## src/rtl/rxq_pkg.sv

```systemverilog
package rxq_pkg;

  typedef enum logic [1:0] {
    RXM_OFF   = 2'b00,
    RXM_FIRST = 2'b01,
    RXM_ALL   = 2'b10,
    RXM_SPEC  = 2'b11
  } rx_mode_e;

  localparam int ST_W   = 4;
  localparam int ST_PAR = 0;
  localparam int ST_OVR = 1;
  localparam int ST_FRM = 2;
  localparam int ST_EOF = 3;

  localparam logic [1:0] VEC_NONE = 2'b00;
  localparam logic [1:0] VEC_CHAR = 2'b01;
  localparam logic [1:0] VEC_SPEC = 2'b11;

  function automatic logic is_special(input logic [ST_W-1:0] st, input logic par_en);
    return st[ST_OVR] | st[ST_FRM] | st[ST_EOF] | (par_en & st[ST_PAR]);
  endfunction

endpackage

```

## src/rtl/rxq_rst_sync.sv

```systemverilog
module rxq_rst_sync (
  input  logic clk,
  input  logic arst_n,
  output logic srst_n
);
  logic [1:0] sync_q;

  always_ff @(posedge clk or negedge arst_n) begin
    if (!arst_n) sync_q <= 2'b00;
    else         sync_q <= {sync_q[0], 1'b1};
  end

  assign srst_n = sync_q[1];
endmodule

```

## src/rtl/rxq_fifo.sv

```systemverilog
module rxq_fifo
  import rxq_pkg::*;
#(
  parameter int DATA_W = 8,
  parameter int DEPTH  = 3
) (
  input  logic              clk,
  input  logic              rst_n,
  input  logic              push,
  input  logic [DATA_W-1:0] push_data,
  input  logic [ST_W-1:0]   push_stat,
  input  logic              pop,
  output logic [DATA_W-1:0] head_data,
  output logic [ST_W-1:0]   head_stat,
  output logic              empty,
  output logic              full
);
  localparam int PTR_W = (DEPTH > 1) ? $clog2(DEPTH) : 1;
  localparam int CNT_W = $clog2(DEPTH + 1);
  localparam logic [PTR_W-1:0] LAST = PTR_W'(DEPTH - 1);

  logic [DATA_W-1:0] dat_q [DEPTH];
  logic [DATA_W-1:0] dat_d [DEPTH];
  logic [ST_W-1:0]   sts_q [DEPTH];
  logic [ST_W-1:0]   sts_d [DEPTH];
  logic [PTR_W-1:0]  wr_q, wr_d, rd_q, rd_d, newest;
  logic [CNT_W-1:0]  cnt_q, cnt_d;
  logic              do_pop, overwrite, wr_adv;

  function automatic logic [PTR_W-1:0] ptr_inc(input logic [PTR_W-1:0] p);
    return (p == LAST) ? '0 : p + 1'b1;
  endfunction

  assign empty     = (cnt_q == '0);
  assign full      = (cnt_q == CNT_W'(DEPTH));
  assign do_pop    = pop & ~empty;
  assign overwrite = push & full & ~do_pop;
  assign wr_adv    = push & ~overwrite;
  assign newest    = (wr_q == '0) ? LAST : wr_q - 1'b1;
  assign head_data = dat_q[rd_q];
  assign head_stat = sts_q[rd_q];

  always_comb begin
    dat_d = dat_q;
    sts_d = sts_q;
    wr_d  = wr_q;
    rd_d  = rd_q;
    if (overwrite) begin
      dat_d[newest] = push_data;
      sts_d[newest] = push_stat | ST_W'(1 << ST_OVR);
    end else if (wr_adv) begin
      dat_d[wr_q] = push_data;
      sts_d[wr_q] = push_stat;
      wr_d        = ptr_inc(wr_q);
    end
    if (do_pop) rd_d = ptr_inc(rd_q);
    cnt_d = cnt_q + CNT_W'(wr_adv) - CNT_W'(do_pop);
  end

  always_ff @(posedge clk or negedge rst_n) begin
    if (!rst_n) begin
      wr_q  <= '0;
      rd_q  <= '0;
      cnt_q <= '0;
    end else begin
      wr_q  <= wr_d;
      rd_q  <= rd_d;
      cnt_q <= cnt_d;
    end
  end

  generate
    for (genvar i = 0; i < DEPTH; i++) begin : g_slot
      always_ff @(posedge clk or negedge rst_n) begin
        if (!rst_n) begin
          dat_q[i] <= '0;
          sts_q[i] <= '0;
        end else if (push) begin
          dat_q[i] <= dat_d[i];
          sts_q[i] <= sts_d[i];
        end
      end
    end
  endgenerate
endmodule

```

## src/rtl/rxq_irq_ctrl.sv

```systemverilog
module rxq_irq_ctrl
  import rxq_pkg::*;
#(
  parameter int DATA_W = 8,
  parameter bit FSB_EN = 1'b0
) (
  input  logic              clk,
  input  logic              rst_n,
  input  rx_mode_e          mode,
  input  logic              par_en,
  input  logic              rd_strobe,
  input  logic              err_reset,
  input  logic              rearm,
  input  logic              empty,
  input  logic [DATA_W-1:0] head_data,
  input  logic [ST_W-1:0]   head_stat,
  output logic              pop,
  output logic [DATA_W-1:0] rd_data,
  output logic [ST_W-1:0]   rd_stat,
  output logic              rx_avail,
  output logic              int_pend,
  output logic [1:0]        vec_code,
  output logic              dma_req,
  output logic              lock_o,
  output logic              spec_o
);
  logic              lock_q, lock_d, spec_q, spec_d, blk_q, blk_d, armed_q, armed_d;
  logic [DATA_W-1:0] held_d_q, held_d_d;
  logic [ST_W-1:0]   held_s_q, held_s_d;
  logic              lock_mode, pop_sp, lock_set, blk_set, all_hit, first_hit;

  assign rx_avail  = ~empty & ~lock_q;
  assign pop       = rd_strobe & rx_avail;
  assign lock_mode = (mode == RXM_FIRST) | (mode == RXM_SPEC);
  assign pop_sp    = pop & lock_mode & is_special(head_stat, par_en);

  generate
    if (FSB_EN) begin : g_fsb
      logic [ST_W-1:0] no_ovr;
      assign no_ovr   = head_stat & ~ST_W'(1 << ST_OVR);
      assign lock_set = pop_sp & is_special(no_ovr, par_en);
      assign blk_set  = pop_sp & head_stat[ST_OVR];
    end else begin : g_plain
      assign lock_set = pop_sp;
      assign blk_set  = 1'b0;
    end
  endgenerate

  always_comb begin
    lock_d   = lock_set | (lock_q & ~err_reset);
    spec_d   = pop_sp   | (spec_q & ~err_reset);
    blk_d    = blk_set  | (blk_q  & ~err_reset);
    armed_d  = rearm | (armed_q & ~(pop & (mode == RXM_FIRST)));
    held_d_d = pop ? head_data : held_d_q;
    held_s_d = pop ? head_stat : held_s_q;
  end

  always_ff @(posedge clk or negedge rst_n) begin
    if (!rst_n) begin
      lock_q   <= 1'b0;
      spec_q   <= 1'b0;
      blk_q    <= 1'b0;
      armed_q  <= 1'b1;
      held_d_q <= '0;
      held_s_q <= '0;
    end else begin
      lock_q   <= lock_d;
      spec_q   <= spec_d;
      blk_q    <= blk_d;
      armed_q  <= armed_d;
      held_d_q <= held_d_d;
      held_s_q <= held_s_d;
    end
  end

  assign all_hit   = (mode == RXM_ALL) & ~empty;
  assign first_hit = (mode == RXM_FIRST) & armed_q & rx_avail;

  always_comb begin
    rd_data  = rx_avail ? head_data : held_d_q;
    rd_stat  = rx_avail ? head_stat : held_s_q;
    int_pend = spec_q | all_hit | first_hit;
    if (spec_q)         vec_code = VEC_SPEC;
    else if (all_hit)   vec_code = is_special(head_stat, par_en) ? VEC_SPEC : VEC_CHAR;
    else if (first_hit) vec_code = VEC_CHAR;
    else                vec_code = VEC_NONE;
    dma_req = ~empty & ~lock_q & ~blk_q &
              ((mode == RXM_SPEC) | ((mode == RXM_FIRST) & ~armed_q));
  end

  assign lock_o = lock_q;
  assign spec_o = spec_q;
endmodule

```

## src/rtl/rx_irq_lock_ctrl.sv

```systemverilog
module rx_irq_lock_ctrl
  import rxq_pkg::*;
#(
  parameter int DATA_W = 8,
  parameter int DEPTH  = 3,
  parameter bit FSB_EN = 1'b0
) (
  input  logic              clk,
  input  logic              rst_n,
  input  logic              rx_valid,
  input  logic [DATA_W-1:0] rx_data,
  input  logic              rx_par_err,
  input  logic              rx_frm_err,
  input  logic              rx_eof,
  input  logic [1:0]        mode_sel,
  input  logic              par_special_en,
  input  logic              rd_strobe,
  input  logic              err_reset,
  input  logic              rearm,
  output logic [DATA_W-1:0] rd_data,
  output logic [3:0]        rd_stat,
  output logic              rx_avail,
  output logic              int_pend,
  output logic [1:0]        vec_code,
  output logic              dma_req
);
  logic              srst_n, pop, fifo_empty, fifo_full, lock_w, spec_w;
  logic [DATA_W-1:0] head_data;
  logic [ST_W-1:0]   head_stat, stat_in;

  assign stat_in = {rx_eof, rx_frm_err, 1'b0, rx_par_err};

  rxq_rst_sync u_rst (.clk(clk), .arst_n(rst_n), .srst_n(srst_n));

  rxq_fifo #(.DATA_W(DATA_W), .DEPTH(DEPTH)) u_fifo (
    .clk(clk), .rst_n(srst_n), .push(rx_valid), .push_data(rx_data),
    .push_stat(stat_in), .pop(pop), .head_data(head_data),
    .head_stat(head_stat), .empty(fifo_empty), .full(fifo_full)
  );

  rxq_irq_ctrl #(.DATA_W(DATA_W), .FSB_EN(FSB_EN)) u_ctl (
    .clk(clk), .rst_n(srst_n), .mode(rx_mode_e'(mode_sel)),
    .par_en(par_special_en), .rd_strobe(rd_strobe), .err_reset(err_reset),
    .rearm(rearm), .empty(fifo_empty), .head_data(head_data),
    .head_stat(head_stat), .pop(pop), .rd_data(rd_data), .rd_stat(rd_stat),
    .rx_avail(rx_avail), .int_pend(int_pend), .vec_code(vec_code),
    .dma_req(dma_req), .lock_o(lock_w), .spec_o(spec_w)
  );
endmodule

```

## config.mk

```make
export PLATFORM = sky130hd
export DESIGN_NAME = rx_irq_lock_ctrl
export DESIGN_NICKNAME = d
export VERILOG_FILES = /design/src/rtl/rxq_pkg.sv /design/src/rtl/rxq_rst_sync.sv /design/src/rtl/rxq_fifo.sv /design/src/rtl/rxq_irq_ctrl.sv /design/src/rtl/rx_irq_lock_ctrl.sv
export SDC_FILE = /design/constraint.sdc
export NUM_CORES = 1
export LEC_CHECK = 0
export BUFFER_PORTS_ARGS = -buffer_cell sky130_fd_sc_hd__buf_2
export CAP_MARGIN = 0
export CORE_ASPECT_RATIO = 1.4
export CORE_MARGIN = 5
export CORE_UTILIZATION = 50
export CTS_BUF_LIST = sky130_fd_sc_hd__clkbuf_16
export CTS_CLUSTER_SIZE = 10
export DETAILED_ROUTE_END_ITERATION = 6
export GPL_ROUTABILITY_DRIVEN = 0
export PLACE_DENSITY = 0.67
export SLEW_MARGIN = 20
export SYNTH_ARGS = -nofsm -noshare
export SYNTH_HDL_FRONTEND = slang
export SYNTH_SLANG_ARGS = --single-unit
```

## constraint.sdc

```tcl
create_clock -name clk -period 5.7 [get_ports clk]
set_clock_uncertainty 0.2 [all_clocks]
set_input_delay 1.14 -clock clk [delete_from_list [all_inputs] [get_ports clk]]
set_output_delay 1.14 -clock clk [all_outputs]
set_load 0.02 [all_outputs]
```

==> results of run 1 <==
-- kinds of logic after synthesis --
family / after synthesis / synth area share
muxes: 47 / 0.184
AOI/OAI and AO/OA: 68 / 0.135
DFF: 60 / 0.501
and+or+nand+nor: 61 / 0.0935
buffers and inverters: 28 / 0.0526
other: 1 / 0.00125
adders and majority gates: 7 / 0.0292
xor gates and xnor gates: 1 / 0.00292
-- cells in the mapped netlist (2+ instances only) --
library cell and count:
mux2_4 10, nand4_1 2, o21ai_0 33, buf_6 6, ha_1 7, nor2_1 14, o31ai_1 2, a21o_1 3
o21ai_2 2, mux2_2 25, inv_1 11, nor2b_1 5, mux2i_1 12, buf_2 6, o21ai_1 2, a21oi_2 2
nand2_1 33, dfrtp_1 59, o2bb2ai_1 4, o22ai_1 2, clkbuf_1 4, a21oi_1 15
-- layer usage --
metal / track usage / vias to the layer above / wire length [um]
met3: 0.0308 / 13 / 155
met5: 0 / - / 0
li1: - / 1009 / -
met2: 0.296 / 31 / 3180
met1: 0.202 / 1000 / 2360
met4: 0.0861 / 0 / 125
-- where the power goes --
part / internal, mW / leakage, nW / switching [mW]
Sequential: 0.625 / 0.731 / 0.167
Combinational: 0.432 / 0.723 / 0.562
Clock: 0.331 / 0.141 / 0.178
Total: 1.39 / 1.59 / 0.907
-- flip-flops by register name, summed over array words and instances, names as in the netlist, 2 cells and up --
name / flops
u_fifo.rd_q: 2
u_ctl.held_s_q: 4
u_fifo.sts_q: 12
u_fifo.wr_q: 2
u_ctl.held_d_q: 8
u_fifo.dat_q: 24
u_fifo.cnt_q: 2
u_rst.sync_q: 2
-- layout make-up --
class,count,share of cell area
inverter,11,0.0120
clock buffer,9,0.0653
sequential,60,0.436
clock inverter,7,0.0171
tap,70,0.0254
multi-input combinational,185,0.388
timing repair buffer,38,0.0566
-- worst max path at each step --
| stage | from | to | slack [ns] |
|---|---|---|---|
| after global placement | u_fifo.rd_q[1] | vec_code[1] | 2.09 |
| after floorplan | mode_sel[1] | dma_req | 2.46 |
| after global routing | u_fifo.rd_q[1] | vec_code[1] | 1.49 |
| after detailed placement | u_fifo.rd_q[1] | vec_code[1] | 2.02 |
| after CTS | u_fifo.rd_q[1] | vec_code[1] | 1.66 |
| final | u_fifo.rd_q[1] | vec_code[1] | 1.70 |
-- stage by stage --
step	setup slack [ns]	util	std cells	area [um2]	power, mW
4_1_cts	1.66	0.588	380	3450	2.33
3_5_place_dp	2.02	0.540	364	3160	1.81
3_3_place_gp	2.09	0.540	364	3160	1.78
5_1_grt	1.49	0.588	380	3450	2.47
2_1_floorplan	2.46	-	273	3000	1.56
6_report	1.70	0.588	380	3450	2.30
-- critical path, cell delays in order, from the launching register on --
cell	delay [ns]
dfrtp_1	0.82
nor2b_1	0.42
o2bb2ai_1	0.24
a2111oi_2	0.57
o21ai_1	0.13
buf_2	0.18
==> results.md, run 1 <==
* EDFF count, synth at 0
* Die X at roughly 75 um
* Mean Syn Cell Area at 11.0 um2
* Antenna violations before repair at 0
* Cells after Synth at between 200 and 300
* Synthesized flop and latch total at 60
* Max-slew headroom at 0.333
* Clock Tree Root: clkbuf_16
* Postcts setup bufs at 0
* Cell taking the most area after synthesis: dfrtp_1
* First-pass GRT wire length at roughly 9900 um
* Final min period at 4.00 ns
* H-tree Lvls at 3
* WL final at between 5000 and 6000 um
* Largest net degree at the start of global routing at 59
* Commonest non-fill, non-tap cell in the layout: dfrtp_1
* Setup crit start kind: flip-flop
* Number of nets in the layout at 332
* Synth async-reset ratio at 1.00
* Worst ir drop on vdd at approximately 300 uV
* Flop2flop setup slack at 3.10 ns
* Top FF cell, synth: dfrtp_1
* Drt wl/cell at roughly 15 um
* Leading cell types in the layout, fill and taps excluded: 58 x dfrtp_1, 36 x buf_2, 33 x nand2_1, 33 x o21ai_0, 25 x mux2_2
* Post-CTS Resized at 0
* Worst min path class: flip-flop to flip-flop
* Synth Warn # at 0
* Ant. Diodes at 0
* Unrepaired setup endpoints after global routing: false
* Crit path required time at ~4.4 ns
* Insertion delay to the later sink of the worst-skew pair at between 0.3 and 0.4 ns
* DR DRC count at 0
* Routed vias at slightly above 2k
* Crit-path max FO at 16
* Hold_sp: u_rst.sync_q[0]
* WS Path Type: flip-flop to output pin
* Sequential element share of the synthesized area at 0.501
* Power Dens Cells at 666 nW/um2
* Hold_buf cts at 0
* Detailed Place HPWL at ~4100 um
* Num rows at 33
* Number of fill cells at around 510
* Fin Setup TNS at 0 ns
* Max_cap viols at 0
* CTS Buf Count at 9
* Hold Crit Endpoint: u_rst.sync_q[1]
* CTS Buffer Depth at 2
* Via/cell ratio at 5.40
* Leak pwr at 1.59 nW
* Reg-to-reg endpoint: u_ctl.spec_o
* Reg2Reg Depth at 4
* Initial core utilization at 0.511
* Setup violations, final at 0
* Initial DRC Count at approximately 100
* Worst r2r src: u_fifo.rd_q[1]
* # IOs at 37
* Die Y at roughly 100 um
* Crit share post-route at 0.702
* Synth area leaders: dfrtp_1 49%, mux2_2 9.4%, o21ai_0 5.5%
* Status: finished, final reports clean
* CTS tree: yes
* Core ar. at around 5900 um2
* Clock transition at the registers of the reported paths at roughly 0.050 ns
* GRT Overall Usage at 0.173
* First-pass DRT Iterations at 4
* Grt ovf at 0
* Syn_nets at 300
* Hold Vio Cnt, Final at 0
* FMAX at 250 MHz
* Area growth from synthesis to layout at 15.1%
* Crit path arrival time at ~2.7 ns
* Post-synthesis cell type count at 36
* Top-area cell type share of the netlist area at 0.493
* Max Slew Vio Count at 0
* Worst-Margin Slew at approximately 1 ns
* # clock sinks at 60
* DIE AREA at about 7700 um2
* Vias in the first global route at ~2.1k
* Number of port buffers at 36
* Hold_ws at around 0.15 ns
* Routed Antenna Nets at 0
* Cell Area, Synth at between 2000 and 3000 um2
* Share of layout cells above drive strength 1 at 0.310
* Sequential cell area at around 1500 um2
* CP Capture Type: output pin
* Hold depth at 0
* Area of the multi-input gates at about 1300 um2
No activity file was read; power rests on OpenSTA's default activity.
==> run 2, diff against run 1 <==
- PLACE_DENSITY: 0.67 -> 0.7
- clock period: 5.7 -> 3.45 ns (I/O delays scaled with it)
==> run 2 against run 1 <==
  * Final area is 2.4% higher
  * Critical path depth is 1 higher
  * Critical endpoint unchanged
  * Global-route usage increased by 0.93 points
  * Core utilization up 1.4 points
  * Clock power increased by 80%
  * Die area unchanged
  * Register-to-register slack got worse by 1.9 ns
  * Clock-buffer cell count unchanged
  * Worst hold slack lost 0.0051 ns
  * Combinational power grew 72%
  * Sequential share of layout area fell by 0.93 points
==> results.md, run 2 (synthesis gave the netlist of run 1 again) <==
* Largest register by flop count: u_fifo.dat_q
* Hold Vio Cnt, Final at 0
* DR DRC count at 0
* Switching power at 1.52 mW
* Area growth from synthesis to layout at 17.8%
* DIE AREA at roughly 7700 um2
* CTS tree: yes
* First-pass DRT Iterations at 4
* Max Slew Vio Count at 0
* Num rows at 33
* Die Y at around 100 um
* Routed vias at approximately 2.1k
* Number of nets in the layout at 339
* Unrepaired setup endpoints after global routing: false
* Share of layout cells above drive strength 1 at 0.319
* Max incr delay on CP at ~0.66 ns
* # IOs at 37
* Crit share post-route at 0.891
* Internal at about 2.4 mW
* Antenna violations before repair at 0
* Leading cell types in the layout, fill and taps excluded: 58 x dfrtp_1, 36 x buf_2, 33 x nand2_1, 33 x o21ai_0, 25 x mux2_2
* Number of fill cells at about 510
* Comb pwr share at 0.437
* Routed Antenna Nets at 0
* Crit-path max FO at 10
* Crit path required time at 2.56 ns
* Clock Tree Root: clkbuf_16
* Initial core utilization at 0.511
* Insertion delay to the later sink of the worst-skew pair at 0.32 ns
* Leak pwr at about 1.6 nW
* Drt wl/cell at 16.1 um
* Reg2Reg Depth at 5
* Sw frac at 0.388
* Clock network power share at 0.235
* Initial DRC Count at approximately 100
* Max-slew headroom at 0.332
* Max_cap viols at 0
* Area of the multi-input gates at 1340 um2
* Setup WS pre-CTS at 0.691 ns
* FMAX at ~330 MHz
* Core ar. at ~6000 um2
* Max reg flops at 24
* WS Path Type: flip-flop to output pin
* WL final at a little over 6000 um
* Sequential group share of total power at 0.329
* Die X at roughly 75 um
* CTS Buffer Depth at 2
* Worst-Margin Slew at ~1.0 ns
* Fin Setup TNS at 0 ns
* Number of port buffers at 36
* Detailed Place HPWL at approximately 4200 um
* Status: finished, final reports clean
* CP max stage cell: dfrtp_1
* Setup violations, final at 0
* # clock sinks at 60
* Sequential cell area at about 1500 um2
* Setup crit start kind: flip-flop
* Ant. Diodes at 0
* Final min period at 3.08 ns
* Final Worst Setup Slack at approximately 0.37 ns
* Crit-path cells: nor2b_1, buf_4, o2bb2ai_1, a2111oi_2, o21ai_1, buf_2
* Crit path arrival time at roughly 2.2 ns
* Via/cell ratio at between 5 and 6
* Worst min path class: flip-flop to async pin
* Top Registers: u_fifo.dat_q x24, u_fifo.sts_q x12, u_ctl.held_d_q x8
* Grt ovf at 0
* GRT Overall Usage at 0.182
* Worst ir drop on vdd at ~480 uV
* Power Dens Cells at about 1100 nW/um2
* CP Capture Type: output pin
* First-pass GRT wire length at 10300 um
* Post-CTS Resized at 0
* Largest net degree at the start of global routing at 48
* Clock transition at the registers of the reported paths at around 0.050 ns
* H-tree Lvls at 3
* Vias in the first global route at 2128
* Commonest non-fill, non-tap cell in the layout: dfrtp_1
* CTS Buf Count at 9
run 2: layer usage:
metal	vias to the layer above	track usage	routed length [um]
met3	11	0.0367	229
met1	1041	0.229	2790
met2	48	0.288	3070
met5	-	0	0
li1	1025	-	-
met4	0	0.0996	138
run 2: stage by stage:
| stage | cells | utilization | hold WS (ns) | total power [mW] | cell area (um2) |
|---|---|---|---|---|---|
| 3_5_place_dp | 370 | 0.547 | 0.139 | 3.01 | 3210 |
| 4_1_cts | 387 | 0.602 | 0.154 | 3.95 | 3530 |
| 5_1_grt | 387 | 0.602 | 0.166 | 4.19 | 3530 |
| 3_3_place_gp | 370 | 0.547 | 0.139 | 2.95 | 3210 |
| 2_1_floorplan | 273 | - | 0.131 | 2.57 | 3000 |
| 6_report | 387 | 0.602 | 0.145 | 3.92 | 3530 |
run 2: worst paths after layout:
path | startpoint | to | slack (ns)
max reg2reg | u_fifo.wr_q[0] | u_fifo.dat_q[14] | 1.19
min in group clk | u_rst.sync_q[0] | u_rst.sync_q[1] | 0.15
max in group asynchronous | u_rst.sync_q[1] | u_fifo.sts_q[4] | 2.36
max | u_fifo.rd_q[1] | vec_code[1] | 0.37
min reg2reg | u_rst.sync_q[1] | u_fifo.dat_q[18] | 0.14
min | u_rst.sync_q[1] | u_fifo.dat_q[18] | 0.14
run 2: area by class of cell:
cell class | count | share of cell area
well taps | 70 | 0.0248
flip-flops and latches | 60 | 0.427
repair buffers | 45 | 0.0709
inverters | 11 | 0.0117
multi-input cells | 185 | 0.379
clock inverters | 7 | 0.0234
clock buffers | 9 | 0.0638
run 2: power by group through the flow:
stage                     clock [mW]  sequential, mW  combinational (mW)
final                          0.918            1.29                1.71
after global routing           0.963            1.33                1.90
after CTS                      0.930            1.28                1.73
after detailed placement           0            1.29                1.72
after global placement             0            1.27                1.68
after floorplan                    0            1.18                1.39
run 2: repair_timing:
item / in CTS / in global routing
buffers inserted: 0 / 0
hold buffers: 1 / 0
setup endpoints to repair: 0 / 0
endpoints found under the hold margin: 2 / 0
run 2: worst max-delay path: cells and delay by family (launching register included):
kind                   cells  cell delay, ns
AO/OA/AOI/OAI              3            0.73
flip-flops                 1            0.66
buffers and inverters      2            0.36
AND/OR/NAND/NOR            1            0.12
